## src/rtl/sld_pkg.sv

```systemverilog
package sld_pkg;
  typedef struct packed {
    logic sclk;
    logic sdata;
    logic strobe;
    logic dis;
    logic ocp;
    logic therm;
  } sld_ctrl_t;

  localparam int SLD_CTRL_W = $bits(sld_ctrl_t);
endpackage

```

## src/rtl/sld_sync.sv

```systemverilog
module sld_sync #(
  parameter int W      = 6,
  parameter int STAGES = 2
) (
  input  logic         clk,
  input  logic         rst,
  input  logic [W-1:0] d,
  output logic [W-1:0] q
);
  logic [W-1:0] stg [STAGES];

  genvar gi;
  generate
    for (gi = 0; gi < STAGES; gi++) begin : g_stage
      if (gi == 0) begin : g_first
        always_ff @(posedge clk) begin
          if (rst) stg[0] <= '0;
          else     stg[0] <= d;
        end
      end else begin : g_next
        always_ff @(posedge clk) begin
          if (rst) stg[gi] <= '0;
          else     stg[gi] <= stg[gi-1];
        end
      end
    end
  endgenerate

  assign q = stg[STAGES-1];
endmodule

```

## src/rtl/sld_shift.sv

```systemverilog
module sld_shift #(
  parameter int N = 8
) (
  input  logic         clk,
  input  logic         rst,
  input  logic         step,
  input  logic         din,
  output logic [N-1:0] q
);
  localparam int LOW_W = N - 1;

  always_ff @(posedge clk) begin
    if (rst)       q <= '0;
    else if (step) q <= {q[LOW_W-1:0], din};
  end
endmodule

```

## src/rtl/sld_hold_latch.sv

```systemverilog
module sld_hold_latch #(
  parameter int N = 8
) (
  input  logic         clk,
  input  logic         rst,
  input  logic         open_en,
  input  logic [N-1:0] d,
  output logic [N-1:0] q
);
  always_ff @(posedge clk) begin
    if (rst)          q <= '0;
    else if (open_en) q <= d;
  end
endmodule

```

## src/rtl/sld_out_stage.sv

```systemverilog
module sld_out_stage #(
  parameter int N = 8
) (
  input  logic         clk,
  input  logic         rst,
  input  logic [N-1:0] lat,
  input  logic         dis,
  input  logic         therm,
  input  logic         ocp,
  input  logic         clr_req,
  output logic [N-1:0] drive,
  output logic         flag
);
  logic allow;

  assign allow = ~dis & ~flag & ~therm;

  always_ff @(posedge clk) begin
    if (rst) begin
      drive <= '0;
      flag  <= 1'b0;
    end else begin
      drive <= allow ? lat : '0;
      if (ocp)          flag <= 1'b1;
      else if (clr_req) flag <= 1'b0;
    end
  end
endmodule

```

## src/rtl/serial_latch_driver.sv

```systemverilog
module serial_latch_driver
  import sld_pkg::*;
#(
  parameter int CHANNELS    = 8,
  parameter int SYNC_STAGES = 2
) (
  input  logic                clk,
  input  logic                rst,
  input  logic                sclk_in,
  input  logic                sdata_in,
  input  logic                strobe_in,
  input  logic                disable_in,
  input  logic                ocp_fault_in,
  input  logic                thermal_fault_in,
  output logic [CHANNELS-1:0] drive_out,
  output logic                sdata_out,
  output logic                fault_flag_out
);
  localparam int TAIL = CHANNELS - 1;

  sld_ctrl_t             ctl_raw;
  sld_ctrl_t             ctl_s;
  logic [SLD_CTRL_W-1:0] raw_vec;
  logic [SLD_CTRL_W-1:0] s_vec;

  logic                  sclk_q;
  logic                  dis_q;
  logic                  sclk_rise;
  logic                  dis_rise;
  logic                  dis_s;
  logic                  ocp_s;
  logic                  therm_s;
  logic [CHANNELS-1:0]   chain;
  logic [CHANNELS-1:0]   held;

  assign ctl_raw.sclk   = sclk_in;
  assign ctl_raw.sdata  = sdata_in;
  assign ctl_raw.strobe = strobe_in;
  assign ctl_raw.dis    = disable_in;
  assign ctl_raw.ocp    = ocp_fault_in;
  assign ctl_raw.therm  = thermal_fault_in;
  assign raw_vec        = ctl_raw;

  sld_sync #(.W(SLD_CTRL_W), .STAGES(SYNC_STAGES)) u_sync (
    .clk (clk),
    .rst (rst),
    .d   (raw_vec),
    .q   (s_vec)
  );

  assign ctl_s   = sld_ctrl_t'(s_vec);
  assign dis_s   = ctl_s.dis;
  assign ocp_s   = ctl_s.ocp;
  assign therm_s = ctl_s.therm;

  always_ff @(posedge clk) begin
    if (rst) begin
      sclk_q <= 1'b0;
      dis_q  <= 1'b0;
    end else begin
      sclk_q <= ctl_s.sclk;
      dis_q  <= dis_s;
    end
  end

  assign sclk_rise = ctl_s.sclk & ~sclk_q;
  assign dis_rise  = dis_s & ~dis_q;

  sld_shift #(.N(CHANNELS)) u_shift (
    .clk  (clk),
    .rst  (rst),
    .step (sclk_rise),
    .din  (ctl_s.sdata),
    .q    (chain)
  );

  sld_hold_latch #(.N(CHANNELS)) u_latch (
    .clk     (clk),
    .rst     (rst),
    .open_en (ctl_s.strobe),
    .d       (chain),
    .q       (held)
  );

  sld_out_stage #(.N(CHANNELS)) u_out (
    .clk     (clk),
    .rst     (rst),
    .lat     (held),
    .dis     (dis_s),
    .therm   (therm_s),
    .ocp     (ocp_s),
    .clr_req (dis_rise),
    .drive   (drive_out),
    .flag    (fault_flag_out)
  );

  assign sdata_out = chain[TAIL];
endmodule

```

## config.mk

```make
export PLATFORM = sky130hd
export DESIGN_NAME = serial_latch_driver
export DESIGN_NICKNAME = d
export VERILOG_FILES = /design/src/rtl/sld_pkg.sv /design/src/rtl/sld_sync.sv /design/src/rtl/sld_shift.sv /design/src/rtl/sld_hold_latch.sv /design/src/rtl/sld_out_stage.sv /design/src/rtl/serial_latch_driver.sv
export SDC_FILE = /design/constraint.sdc
export NUM_CORES = 1
export LEC_CHECK = 0
export ABC_CLOCK_PERIOD_IN_PS = 1000
export BUFFER_PORTS_ARGS = -buffer_cell sky130_fd_sc_hd__buf_2
export CORE_ASPECT_RATIO = 0.6
export CORE_MARGIN = 4
export CORE_UTILIZATION = 53
export DETAILED_ROUTE_END_ITERATION = 16
export GPL_ROUTABILITY_DRIVEN = 0
export MAX_ROUTING_LAYER = met4
export PLACE_DENSITY_LB_ADDON = 0.25
export SKIP_CTS_REPAIR_TIMING = 1
export SLEW_MARGIN = 20
export SYNTH_ARGS = -nofsm -noshare
export SYNTH_HDL_FRONTEND = slang
export SYNTH_SLANG_ARGS = --single-unit
```

## constraint.sdc

```tcl
create_clock -name clk -period 1 [get_ports clk]
set_input_delay 0.1 -clock clk [delete_from_list [all_inputs] [get_ports clk]]
set_output_delay 0.1 -clock clk [all_outputs]
set_load 0.05 [all_outputs]
```

======== Word level (Yosys, flattened, before mapping) ========
Memories as Yosys holds them, arrays and structs flattened.
Index checks and enable logic that the tools add are counted.
Widths: inputs -> output; s select.
operators by class
  mux-type cells .......................... 7
  bitwise operators ....................... 12
  reductions and logical operators ........ 2
operators by type and width
  kind               number
  $mux 6             2
  $not 1->1          6
  $mux 1             5
  $and 1x1->1        4
  $or 1x1->1         2
  $reduce_bool 2->1  1
  $reduce_or 2->1    1
word-level totals
  bits in registers ....................... 27
  RAM bits ................................ 12
  input port bits ......................... 8
  output and inout bits ................... 10
  word-level logic and storage cells ...... 28
  memories ................................ 1
memory list
  name        depth  width  read ports  clocked after memory_dff  write ports  line            source
  u_sync.stg  2      6      2           0                         2            sld_sync.sv:10  logic [W-1:0] stg [STAGES];

======== Logic depth before layout (Yosys ltp) ========
  depth after elaboration ................. 5
  mapped depth ............................ 3

======== Modules after synthesis ========
Synthesis repeated with hierarchy kept, for this count alone.
second synthesis, totals
  cell total of the unflattened synthesis .. 104
  area total of the unflattened synthesis .. 1275.0 µm²
by module, submodules not included
  module               times used  cells an instance  area each (µm²)  sequential area each (µm²)
  sld_sync             1           25                 366.6            240.2
  sld_hold_latch       1           26                 285.3            160.2
  sld_shift            1           26                 285.3            160.2
  sld_out_stage        1           21                 267.8            180.2
  serial_latch_driver  1           6                  70.1             40.0

======== Worst setup path after synthesis ========
No wires, ideal clock.
  path type ............................... register to register
  start point ............................. reg u_out.flag
  end point ............................... reg u_out.drive[0]
  arrival ................................. 1052 ps
  required time ........................... 940 ps
  path slack .............................. -111 ps
  stages on the path, launching flop included .. 3
  path through ............................ dfxtp_1 -> nor4_4 -> and2_1
between the ends
  longest elaborated chain between the ends .. 5
RTL lines
  item                              line                 source
  start, declared                   sld_out_stage.sv:12  output logic flag
  start signal, assigned            sld_out_stage.sv:21  flag <= 1'b0;
  start signal, assigned            sld_out_stage.sv:24  if (ocp) flag <= 1'b1;
  start signal, assigned            sld_out_stage.sv:25  else if (clr_req) flag <= 1'b0;
  $not 1->1                         sld_out_stage.sv:16  assign allow = ~dis & ~flag & ~therm;
  $and 1x1->1 (2 in series)         sld_out_stage.sv:16
  $not 1->1 (no source line)        n/a
  $reduce_or 2->1 (no source line)  n/a
  end signal, assigned              sld_out_stage.sv:23  drive <= allow ? lat : '0;
  end, declared                     sld_out_stage.sv:11  output logic [N-1:0] drive,
Every way passes these cells.
A chain may end at the register's enable or synchronous reset.

==> results by group <==
Outcome
  • Outcome: complete, no violations

Setup path
  • Largest stage delay, worst path: 380 ps
  • FF-to-FF path depth: 2
  • CP arrival: 1190 ps
  • CP max stage cell: nor4_4
  • Crit-path max FO: 8
  • CP Launch Type: flop
  • Required time worst endpoint: 1230 ps
  • CP Capture Type: flop
  • CP Class: reg -> reg
  • FF-to-FF setup slack: 40 ps
  • CP cell instances: nor4_4, and2_1
  • CP Buf/Inv Count: 0
  • Critical R2R Launch: u_sync.stg[1][0]$_SDFF_PP0_
  • Crit-path leading delay family: simple AND/OR/NAND/NOR gates
  • Worst r2r dst: u_out.drive[1]$_SDFF_PP0_

Timing
  • Final count of negative-setup-slack endpoints: 0
  • Final min period: 958 ps
  • Fmax: 1040 MHz
  • Pins Over Slew Limit: 0
  • Relative slew slack: 76.9%
  • Unrepaired setup endpoints after global routing: yes
  • Clock Skew: 4.37 ps
  • Crit share post-route: 95.8%
  • Slew at the pin with the worst max-slew slack: 344 ps
  • Hold Fails Final Rpt: 0

Die
  • Core area: 0.00220 mm2
  • Top Ports: 18
  • DIE WIDTH: 70.3 um
  • Row cnt: 13
  • Starting Density: 56.2%
  • Die ar.: 0.00319 mm2
  • Die Y: 45.4 um

Yosys
  • Register area share after synthesis: 63.3%
  • Complex-gate fraction of the synthesized area: 0.406%
  • Netlist Area Pre-Place: 0.00123 mm2
  • Synth top area share: 63.3%
  • Cells after synthesis: 104
  • Post-synth cell types: 12
  • Area contributors post-synth: dfxtp_1, mux2i_1, nor2b_1
  • Post-synthesis xor/xnor area fraction: 0%
  • Largest family of logic cells by synthesized area: simple AND/OR/NAND/NOR gates
  • Mean area per synthesized cell: 11.9 um2
  • Cell accounting for the most synthesized area: dfxtp_1
  • Yosys warning count: 0
  • Adder-cell share of the synthesized area: 0%
  • Synth Net Count: 112
  • Multiplexer share of the synthesized area: 12.2%
  • Simple-gate area share of the yosys netlist: 22.1%
  • Count of state elements after synthesis: 39

Global routing
  • Wire length of the first global-routing pass: 3190 um
  • Grt total ovfl: 0
  • Initial antenna violation count: 0
  • Largest net degree at the start of global routing: 15
  • GRT Overall Usage: 14.6%
  • Vias in the first global route: 720

Drt
  • Routed Antenna Nets: 0
  • Total wire length: 1900 um
  • Iteration-0 DRC Markers: 53
  • Via density per instance: 4.61
  • Per-cell routed wire length: 12.1 um
  • # DRC: 0
  • Drt pass-1 iters: 4
  • Via count: 723

CTS
  • Total CTS buffers: 5
  • H-tree depth: 2
  • Root Buffer: clkbuf_8
  • Worst-path clk slew: 70 ps
  • TritonCTS clock tree: yes
  • Max clock buf depth: 2
  • Worst-Skew Late Latency: 280 ps
  • Num Clock Sinks: 39

Power
  • Leakage: 0.605 nW
  • VDD IR max: 1.21 mV
  • Pwr Density: 1840 mW/mm2

Hold path
  • HP Start: disable_in
  • Worst Hold Class: in -> reg
  • Hold Path Depth: 2
  • Hold-critical path endpoint: u_sync.stg[0][2]$_SDFF_PP0_

Layout
  • ANT cells: 0
  • Finished Cell Area: 0.00149 mm2
  • Final instance count without filler cells: 157
  • Share of layout cells above drive strength 1: 26.8%
  • P&R area growth vs syn: 20.5%
  • Final Util: 67.7%
  • Final #Nets: 135
  • Fillers: 178

Place
  • I/O Buffers: 17
  • Placed cells: 150
  • Dpl cell area: 0.00138 mm2
  • Detail Placement HPWL: 1300 um

Run
  • Max-cap viol count: 0
area by class of cell:
| class | instances | area [um2] | share of cell area [%] |
|---|---|---|---|
| clock inverters | 1 | 5.00 | 0.337 |
| flip-flops and latches | 39 | 785 | 52.8 |
| repair buffers | 21 | 143 | 9.60 |
| well taps | 30 | 37.5 | 2.53 |
| clock buffers | 6 | 82.6 | 5.56 |
| multi-input cells | 60 | 434 | 29.2 |
logic make-up after synthesis:
| kind of cell | Yosys count |
|---|---|
| compound gates | 1 |
| simple gates | 44 |
| flops | 39 |
| mux | 15 |
| buf+inv | 5 |
how the worst max path moves through the flow:
stage,start,to,slack [ps],depth (start not counted)
global placement,u_out.flag$_SDFFE_PP0P_,u_out.drive[5]$_SDFF_PP0_,90,2
detailed placement,u_out.flag$_SDFFE_PP0P_,u_out.drive[3]$_SDFF_PP0_,30,2
global route,u_sync.stg[1][0]$_SDFF_PP0_,u_out.drive[6]$_SDFF_PP0_,-40,2
CTS,u_out.flag$_SDFFE_PP0P_,fault_flag_out,-30,1
floorplan,u_out.flag$_SDFFE_PP0P_,u_out.drive[0]$_SDFF_PP0_,10,2
finish,u_sync.stg[1][0]$_SDFF_PP0_,u_out.drive[1]$_SDFF_PP0_,40,2
power breakdown:
part / internal [W] / switching (W)
registers: 0.00158 / 0.0000137
logic: 0.0000621 / 0.0000531
clock network: 0.000540 / 0.000479
total: 0.00218 / 0.000546
worst register-to-register path, stage by stage (launching register included):
cell     delay, ps
dfxtp_2        330
nor4_4         380
and2_1         190
synth_stat cells (all sizes together):
library cell and count:
nand2b 8, mux2i 15, buf 5, o21ai 1, nor3 1, dfxtp 39, nor4 1, nor2b 15
and2 8, nand4bb 1, nor3b 1, nor2 9
stage by stage:
stage / TNS (ps) / total power, W / hold slack, ps / setup WS (ps)
floorplan: 0 / 0.00170 / 228 / 11.1
global placement: 0 / 0.00174 / 307 / 89.0
detailed placement: 0 / 0.00174 / 313 / 29.3
CTS: -45.3 / 0.00275 / 15.6 / -32.7
global route: -211 / 0.00286 / 13.8 / -42.8
finish: 0 / 0.00273 / 22.1 / 41.9
cell usage in the layout, fill, tap and decap left out, drive strengths merged, types with 7 or more instances in the layout:
cell / n
nor2: 9
nand2b: 8
and2: 8
buf: 20
dfxtp: 39
clkbuf: 7
mux2i: 15
nor2b: 15
registers in the layout, summed over array words and instances (netlist names):
| name | flops |
|---|---|
| u_latch.q | 8 |
| u_sync.stg | 12 |
| sclk_q | 1 |
| u_shift.q | 8 |
| u_out.flag | 1 |
| u_out.drive | 8 |
| dis_q | 1 |
metal layers:
layer  part of all wire (%)  track usage (%)  up-vias
met5                      0                -        -
met4                    1.7             6.87        0
met3                    6.8             9.69        5
met2                     45             21.4       14
met1                     46             15.5      327
li1                       -                -      377
Note: power is estimated with default switching activity, not from simulation.
